<file path="config.mk">
export PLATFORM = sky130hd
export DESIGN_NAME = spec_seg_adder
export DESIGN_NICKNAME = d
export VERILOG_FILES = /design/src/rtl/asa_pkg.sv /design/src/rtl/asa_subadder.sv /design/src/rtl/asa_spec_core.sv /design/src/rtl/asa_fix_unit.sv /design/src/rtl/spec_seg_adder.sv
export SDC_FILE = /design/constraint.sdc
export NUM_CORES = 1
export LEC_CHECK = 0
export ABC_AREA = 1
export CAP_MARGIN = 20
export CORE_UTILIZATION = 46
export DETAILED_ROUTE_END_ITERATION = 12
export PLACE_DENSITY = 0.79
export SLEW_MARGIN = 20
export SYNTH_ARGS = -nofsm -noshare
export SYNTH_HDL_FRONTEND = slang
export SYNTH_SLANG_ARGS = --single-unit
</file>
<file path="constraint.sdc">
create_clock -name clk -period 3.5 [get_ports clk]
set_clock_uncertainty 0.15 [all_clocks]
set_input_delay 0.35 -clock clk [delete_from_list [all_inputs] [get_ports clk]]
set_output_delay 0.35 -clock clk [all_outputs]
set_load 0.01 [all_outputs]
</file>
<file path="src/rtl/asa_pkg.sv">
package asa_pkg;
  typedef enum logic {ST_IDLE, ST_FIX} fix_state_e;
endpackage

</file>
<file path="src/rtl/asa_subadder.sv">
module asa_subadder #(
  parameter int SEG = 4
) (
  input  logic [SEG-1:0] a_lo,
  input  logic [SEG-1:0] b_lo,
  input  logic [SEG-1:0] a_hi,
  input  logic [SEG-1:0] b_hi,
  output logic [SEG-1:0] sum_lo,
  output logic [SEG-1:0] sum_hi,
  output logic           lo_prop,
  output logic           lo_gen,
  output logic           cout
);
  logic [SEG:0] lo_full;
  logic [SEG:0] hi_full;

  always_comb begin
    lo_full = {1'b0, a_lo} + {1'b0, b_lo};
    hi_full = {1'b0, a_hi} + {1'b0, b_hi} + {{SEG{1'b0}}, lo_full[SEG]};
  end

  assign sum_lo  = lo_full[SEG-1:0];
  assign sum_hi  = hi_full[SEG-1:0];
  assign lo_prop = &lo_full[SEG-1:0];
  assign lo_gen  = lo_full[SEG];
  assign cout    = hi_full[SEG];
endmodule

</file>
<file path="src/rtl/asa_spec_core.sv">
module asa_spec_core #(
  parameter int WIDTH = 16,
  parameter int SEG   = 4
) (
  input  logic [WIDTH-1:0]       op_a,
  input  logic [WIDTH-1:0]       op_b,
  output logic [WIDTH-1:0]       spec_sum,
  output logic                   spec_cout,
  output logic [WIDTH/SEG-1:0]   miss_mask
);
  localparam int SEGS = WIDTH / SEG;
  localparam int SUBS = SEGS - 1;

  logic [SEG-1:0] lo_s [SUBS];
  logic [SEG-1:0] hi_s [SUBS];
  logic [SUBS-1:0] prop;
  logic [SUBS-1:0] gen;
  logic [SUBS-1:0] co;

  genvar i;
  generate
    for (i = 0; i < SUBS; i++) begin : g_sub
      asa_subadder #(.SEG(SEG)) u_sub (
        .a_lo   (op_a[i*SEG +: SEG]),
        .b_lo   (op_b[i*SEG +: SEG]),
        .a_hi   (op_a[(i+1)*SEG +: SEG]),
        .b_hi   (op_b[(i+1)*SEG +: SEG]),
        .sum_lo (lo_s[i]),
        .sum_hi (hi_s[i]),
        .lo_prop(prop[i]),
        .lo_gen (gen[i]),
        .cout   (co[i])
      );
      assign spec_sum[(i+1)*SEG +: SEG] = hi_s[i];
    end
    for (i = 2; i < SEGS; i++) begin : g_miss
      assign miss_mask[i] = prop[i-1] & gen[i-2];
    end
  endgenerate

  assign spec_sum[SEG-1:0] = lo_s[0];
  assign miss_mask[1:0]    = 2'b00;
  assign spec_cout         = co[SUBS-1];
endmodule

</file>
<file path="src/rtl/asa_fix_unit.sv">
module asa_fix_unit #(
  parameter int WIDTH = 16,
  parameter int SEG   = 4
) (
  input  logic [WIDTH-1:0]     sum_in,
  input  logic [WIDTH/SEG-1:0] pend_in,
  output logic [WIDTH/SEG-1:0] pend_out,
  output logic [WIDTH-1:0]     sum_out,
  output logic                 cout_set
);
  localparam int SEGS = WIDTH / SEG;

  logic [SEGS-1:0] pick;
  logic [SEGS-1:0] wrap;

  assign pick = pend_in & (~pend_in + {{(SEGS-1){1'b0}}, 1'b1});

  genvar j;
  generate
    for (j = 0; j < SEGS; j++) begin : g_seg
      logic [SEG-1:0] seg_in;
      assign seg_in = sum_in[j*SEG +: SEG];
      assign sum_out[j*SEG +: SEG] = pick[j] ? seg_in + {{(SEG-1){1'b0}}, 1'b1} : seg_in;
      assign wrap[j] = pick[j] & (&seg_in);
    end
  endgenerate

  assign pend_out = (pend_in & ~pick) | {wrap[SEGS-2:0], 1'b0};
  assign cout_set = wrap[SEGS-1];
endmodule

</file>
<file path="src/rtl/spec_seg_adder.sv">
module spec_seg_adder #(
  parameter int WIDTH = 16,
  parameter int SEG   = 4
) (
  input  logic             clk,
  input  logic             rst,
  input  logic             in_valid,
  input  logic             exact_mode,
  input  logic [WIDTH-1:0] op_a,
  input  logic [WIDTH-1:0] op_b,
  output logic [WIDTH-1:0] sum,
  output logic             carry_out,
  output logic             err_flag,
  output logic             out_valid
);
  import asa_pkg::*;
  localparam int SEGS = WIDTH / SEG;

  logic [WIDTH-1:0] spec_sum;
  logic             spec_cout;
  logic [SEGS-1:0]  miss_mask;
  logic [WIDTH-1:0] fix_sum;
  logic [SEGS-1:0]  fix_pend;
  logic             fix_cout;

  fix_state_e       state_q;
  logic [WIDTH-1:0] sum_q;
  logic             cout_q;
  logic             err_q;
  logic             valid_q;
  logic [SEGS-1:0]  pend_q;
  logic             busy;

  asa_spec_core #(.WIDTH(WIDTH), .SEG(SEG)) u_core (
    .op_a     (op_a),
    .op_b     (op_b),
    .spec_sum (spec_sum),
    .spec_cout(spec_cout),
    .miss_mask(miss_mask)
  );

  asa_fix_unit #(.WIDTH(WIDTH), .SEG(SEG)) u_fix (
    .sum_in  (sum_q),
    .pend_in (pend_q),
    .pend_out(fix_pend),
    .sum_out (fix_sum),
    .cout_set(fix_cout)
  );

  always_ff @(posedge clk) begin
    if (rst) begin
      state_q <= ST_IDLE;
      sum_q   <= '0;
      cout_q  <= 1'b0;
      err_q   <= 1'b0;
      valid_q <= 1'b0;
      pend_q  <= '0;
    end else begin
      valid_q <= 1'b0;
      case (state_q)
        ST_IDLE: begin
          if (in_valid) begin
            sum_q  <= spec_sum;
            cout_q <= spec_cout;
            err_q  <= |miss_mask;
            if (exact_mode && (|miss_mask)) begin
              pend_q  <= miss_mask;
              state_q <= ST_FIX;
            end else begin
              valid_q <= 1'b1;
            end
          end
        end
        default: begin
          sum_q  <= fix_sum;
          pend_q <= fix_pend;
          if (fix_cout) cout_q <= 1'b1;
          if (fix_pend == '0) begin
            state_q <= ST_IDLE;
            valid_q <= 1'b1;
          end
        end
      endcase
    end
  end

  assign busy      = (state_q == ST_FIX);
  assign sum       = sum_q;
  assign carry_out = cout_q;
  assign err_flag  = err_q;
  assign out_valid = valid_q;
endmodule

</file>
**Word-level counts from Yosys, hierarchy flattened**

Index checks and enable logic that the tools add are counted.

- Memories kept: 0
- Register bits after elaboration: 24
- Bits in latches: 0
- RAM bits: 0
- ROM bits: 0
- Input port bits: 36
- Logic and storage cells: 76

- Bitwise operators: 12
- Eq/ne operators: 5
- Magnitude comparators: 0
- Multipliers: 0
- Muxes and demuxes: 20
- Div/mod/pow operators: 0
- $add $sub $neg: 12
- Reduce and logical (&&, ||, !) cells: 18
- Shift operators: 0

Operator list:

| operator | count |
|---|---|
| 16-bit 2-to-1 mux | 2 |
| 4-bit 2-to-1 mux | 7 |
| 4-bit AND reduction | 6 |
| 4-bit by 1-bit adder with 4-bit output (second input constant) | 5 |
| 4-bit by 4-bit adder with 5-bit output | 4 |
| 2-bit AND reduction | 7 |
| 1-bit 2-to-1 mux | 11 |
| 4-bit by 1-bit adder with 4-bit output | 2 |
| 4-bit AND | 2 |
| 2-bit by 1-bit inequality test with 1-bit output (second input constant) | 4 |
| 4-bit NOT | 2 |
| 1-bit AND | 6 |
| 5-bit by 1-bit adder with 5-bit output | 1 |
| 4-bit logical NOT | 1 |
| 4-bit OR | 1 |
| 2-bit nonzero test | 2 |
| 2-bit inequality test (second input constant) | 1 |
| 2-bit OR reduction | 1 |
| 1-bit logical AND | 1 |
| 1-bit NOT | 1 |

**Longest topological paths before layout**

- Depth after elaboration: 9
- Mapped depth: 13
- Depth with buffers taken out: 13

**Modules after synthesis**

A second synthesis with hierarchy kept.

- Cell total of the unflattened synthesis: 388
- Area total of the unflattened synthesis: 2,541.2 um^2

Modules (own cells, without submodules):

| module | cells each | area each (um^2) | times used | sequential area each (um^2) |
|---|---|---|---|---|
| spec_seg_adder | 180 | 1,147.4 | 1 | 480.5 |
| asa_subadder | 41 | 305.3 | 3 | 0.0 |
| asa_fix_unit | 78 | 444.2 | 1 | 0.0 |
| asa_spec_core | 7 | 33.8 | 1 | 0.0 |

**Least setup slack after synthesis**

No wires, ideal clock.

- Path kind: input-to-reg
- Start: input port op_a[8]
- End: register sum_q[13] (netlist: sum[13])
- Data arrival time: 2.469 ns
- Stages on the path: 11
- Setup slack: 0.811 ns
- Data required time: 3.280 ns
- Setup time: 0.070 ns
- Cell sequence: ha_1 -> fa_1 -> nand2_1 -> a21oi_1 -> or2_2 -> fa_1 -> inv_1 -> fa_1 -> nor2_1 -> a21oi_1 -> a21oi_1

- Word-level cells in the longest chain between the ends: 4

Ends and longest elaborated chain:

| item | line | RTL |
|---|---|---|
| from (decl) | spec_seg_adder.sv:9 | `input logic [WIDTH-1:0] op_a,` |
| 4-bit by 4-bit adder with 5-bit output | asa_subadder.sv:18 | `lo_full = {1'b0, a_lo} + {1'b0, b_lo};` |
| 5-bit by 1-bit adder with 5-bit output | asa_subadder.sv:19 | `hi_full = {1'b0, a_hi} + {1'b0, b_hi} + {{SEG{1'b0}}, lo_full[SEG]};` |
| 16-bit 2-to-1 mux | spec_seg_adder.sv:62 | `if (in_valid) begin` |
| 16-bit 2-to-1 mux | spec_seg_adder.sv:60 | `case (state_q)` |
| to (signal assigned) | spec_seg_adder.sv:63 | `sum_q <= spec_sum;` |
| to (signal assigned) | spec_seg_adder.sv:75 | `sum_q <= fix_sum;` |
| to (decl) | spec_seg_adder.sv:27 | `logic [WIDTH-1:0] sum_q;` |

Every way passes these cells. The select of a mux whose other input is x is not followed.
A chain may end at the register's enable or synchronous reset.

**Worst setup path in the final report**

Ends and elaborated chain as after synthesis.

==> impl_metrics.csv <==
group,metric,value,unit
status,status,"finished, final reports clean",
clocking,ctsLongestPathBuffers,2,
setup_path,reg2regPathDepth,7,
routing,wl,3510,um
clocking,ctsHoldBuffers,0,
timing,setup_tns,0,ns
setup_path,worst_ep_arrival_time,3.07,ns
timing,fmax,337,MHz
layout,nets,349,
setup_path,cpPeakStageDelay,0.41,ns
clocking,cts_tree,"done",
floorplan,coreArea,3420,um^2
routing,drc,0,
routing,vias,1635,
floorplan,initial_core_util,49.5,%
synth,synth_top_family_by_area,"simple AND/OR/NAND/NOR gates",
layout,fin_util,67.9,%
synth,synth-adder-area-share,21.5,%
routing,drtPass1Iterations,4,
floorplan,io_pins,55,
placement,io_buffer_count,54,
synth,yosysWarnings,0,
pwr,total_power,0.000755,W
floorplan,fp-row-count,21,
pwr,leakagePower,1.09,nW
setup_path,critPathTopFamily,"adder cells",
clocking,cts_resized,0,
layout,area_delta_synth_final,37.3,%
placement,gp_congestion,0.786,
clocking,cts_made_buffers,3,
synth,synth_fp_nets,294,
setup_path,crit_chain,"clkdlybuf4s50_1 -> ha_1 -> fa_1 -> nand2_1 -> a21oi_1 -> or2_2 -> fa_1 -> inv_1 -> fa_1 -> nor2_1 -> a21oi_1 -> a21oi_1",
synth,yosysSeqAreaShare,26.1,%
pwr,p_per_area,325,nW/um^2
routing,wl_per_cell,10.6,um
timing,rsz0062_at_grt,"false",
min_path,hold_class,"flip-flop to flip-flop",
timing,min_period,2.97,ns
clocking,clkTransAtPathRegs,0.13,ns
setup_path,cp_slowest_cell,"fa_1",
timing,maxSlewHeadroom,65.9,%
clocking,clock_sinks,22,
placement,pre_cts_ws,0.203,ns
synth,syn_area_per_cell,7.29,um^2
layout,fillCellCount,322,
global_routing,groute.usage.overall,18.8,%
timing,timing.final.crit_share,84.8,%
synth,syn-cell-area,1690,um^2
pwr,vdd_drop_max,0.000306,V
clocking,postCtsSetupBuffers,0,
setup_path,cp.required,3.60,ns
timing,hold_slack,0.348,ns
floorplan,die_h,62.6,um
synth,synth_xor_xnor_area_share,3.63,%
global_routing,grt_start_max_net_pins,18,
flow_run,drv_cap,0,
layout,diodes,0,
timing,setup-violations-final,0,
setup_path,path_buf_inv,2,
timing,worst_slew_pin_slew,0.510,ns
placement,place_hpwl,2770,um
setup_path,crit_cells,12,
global_routing,grt_pass1_vias,1512,
synth,synth_compound_area_share,13.8,%
synth,ys_ff_latch,22,
setup_path,worstSetupPathType,"primary input to flip-flop",
routing,vias_per_cell,4.92,
setup_path,path_max_fanout,4,
floorplan,dieWidth,62.6,um
clocking,cts_htree_levels,1,
min_path,whs_path_depth,2,
timing,final_max_slew_viol_count,0,
synth,syn-instance-count,232,
global_routing,grt_overflow,0,
global_routing,antenna_found_initial,0,
setup_path,critPathLaunchType,"primary input",
layout,drive_above_1_share,6.29,%
floorplan,dieArea,3920,um^2
timing,fin_ws,0.531,ns
timing,hold_viol,0,
routing,antenna_left,0,
synth,synthDistinctLibCells,31,
clocking,clock_latency,0.31,ns
routing,drt_iter0_drc,73,
clocking,cts_root_buffer,"clkbuf_4",
synth,synth_mux_area_share,0,%
setup_path,endpoint_kind,"flip-flop",
synth,yosys.area_share.simple,27.7,%
global_routing,grt_pass1_wl,6130,um
-- cell families (layout without fill, tap and decap cells) --
group	after synthesis	after routing
DFF	22	22
buffers and inverters	32	86
and+or+nand+nor	103	103
adders and majority gates	26	26
xor gates and xnor gates	7	7
AOI/OAI and AO/OA	42	42
-- stage by stage --
| stage | cell area (um^2) | std cells |
|---|---|---|
| floorplan | 1690 | 232 |
| detailed placement | 2270 | 328 |
| global placement | 2270 | 328 |
| finish | 2320 | 332 |
| CTS | 2320 | 332 |
| global route | 2320 | 332 |
-- path summary, 6_finish.rpt --
check	from	end	slack [ns]
max	op_a[8]	sum[13]	0.53
min	sum[5]	sum[5]	0.35
max reg2reg	busy	err_flag	1.43
min reg2reg	sum[5]	sum[5]	0.35
-- synth_stat cells --
cell       n  area (um^2)
a21o_1     1         7.51
nand2_1   48          180
o21a_1     1         7.51
or2_2      3         18.8
nor2_2     1         6.26
buf_2      1         5.00
and3_1     1         6.26
a211oi_1   1         7.51
buf_4      1         7.51
nand4_2    1         12.5
a31oi_1    3         18.8
ha_1      21          263
nand3_2    1         10.0
a21oi_1   13         65.1
o221ai_1   2         17.5
dfxtp_1   22          440
nor2_1    25         93.8
o21ai_0   19         95.1
a31o_1     1         8.76
xnor2_1    5         43.8
nand2_2    3         18.8
clkbuf_1   2         7.51
nand3_1   12         60.1
xor2_1     2         17.5
nand4_1    5         31.3
inv_2      3         11.3
o21ai_1    1         5.00
nand3b_1   1         7.51
nand2_4    2         22.5
fa_1       5          100
inv_1     25         93.8
-- cells in the final DEF, fill, tap and decap left out, types with 3 or more instances in the layout --
| master | n |
|---|---|
| or2_2 | 3 |
| o21ai_0 | 19 |
| ha_1 | 21 |
| nand2_1 | 48 |
| inv_1 | 25 |
| fa_1 | 5 |
| nand4_1 | 5 |
| inv_2 | 3 |
| dfxtp_1 | 22 |
| a21oi_1 | 13 |
| xnor2_1 | 5 |
| nand3_1 | 12 |
| nand2_2 | 3 |
| nor2_1 | 25 |
| clkdlybuf4s50_1 | 54 |
| clkbuf_4 | 3 |
| a31oi_1 | 3 |
-- final cells by class --
class / instances / area (um^2) / area share [%]
inverter: 28 / 105 / 4.53
tap: 46 / 57.6 / 2.48
multi-input combinational: 178 / 1120 / 48.5
timing repair buffer: 54 / 541 / 23.3
clock buffer: 3 / 22.5 / 0.970
clock inverter: 1 / 30.0 / 1.29
sequential: 22 / 440 / 19.0
-- per-layer routing --
layer,track usage [%],up-vias,wire length (um)
li1,-,882,-
met1,22.4,713,1730
met2,34.9,38,1620
met3,3.65,2,140
met4,2.62,0,10
met5,0,-,0
-- power by group --
part           switching, W  internal (W)  total, W
Combinational      0.000125      0.000141  0.000266
Sequential        0.0000183      0.000273  0.000291
Clock             0.0000816      0.000116  0.000197
-- flip-flops by register name, indices dropped and copies added (netlist names) --
| name | count |
|---|---|
| err_flag | 1 |
| carry_out | 1 |
| pend_q | 2 |
| sum | 16 |
| out_valid | 1 |
| busy | 1 |
-- worst min-delay path: stages (launching register included) --
cell and delay, ns:
dfxtp_1 0.33, nor2_1 0.09, nor2_1 0.05
Power figures use the tool's default switching activity.
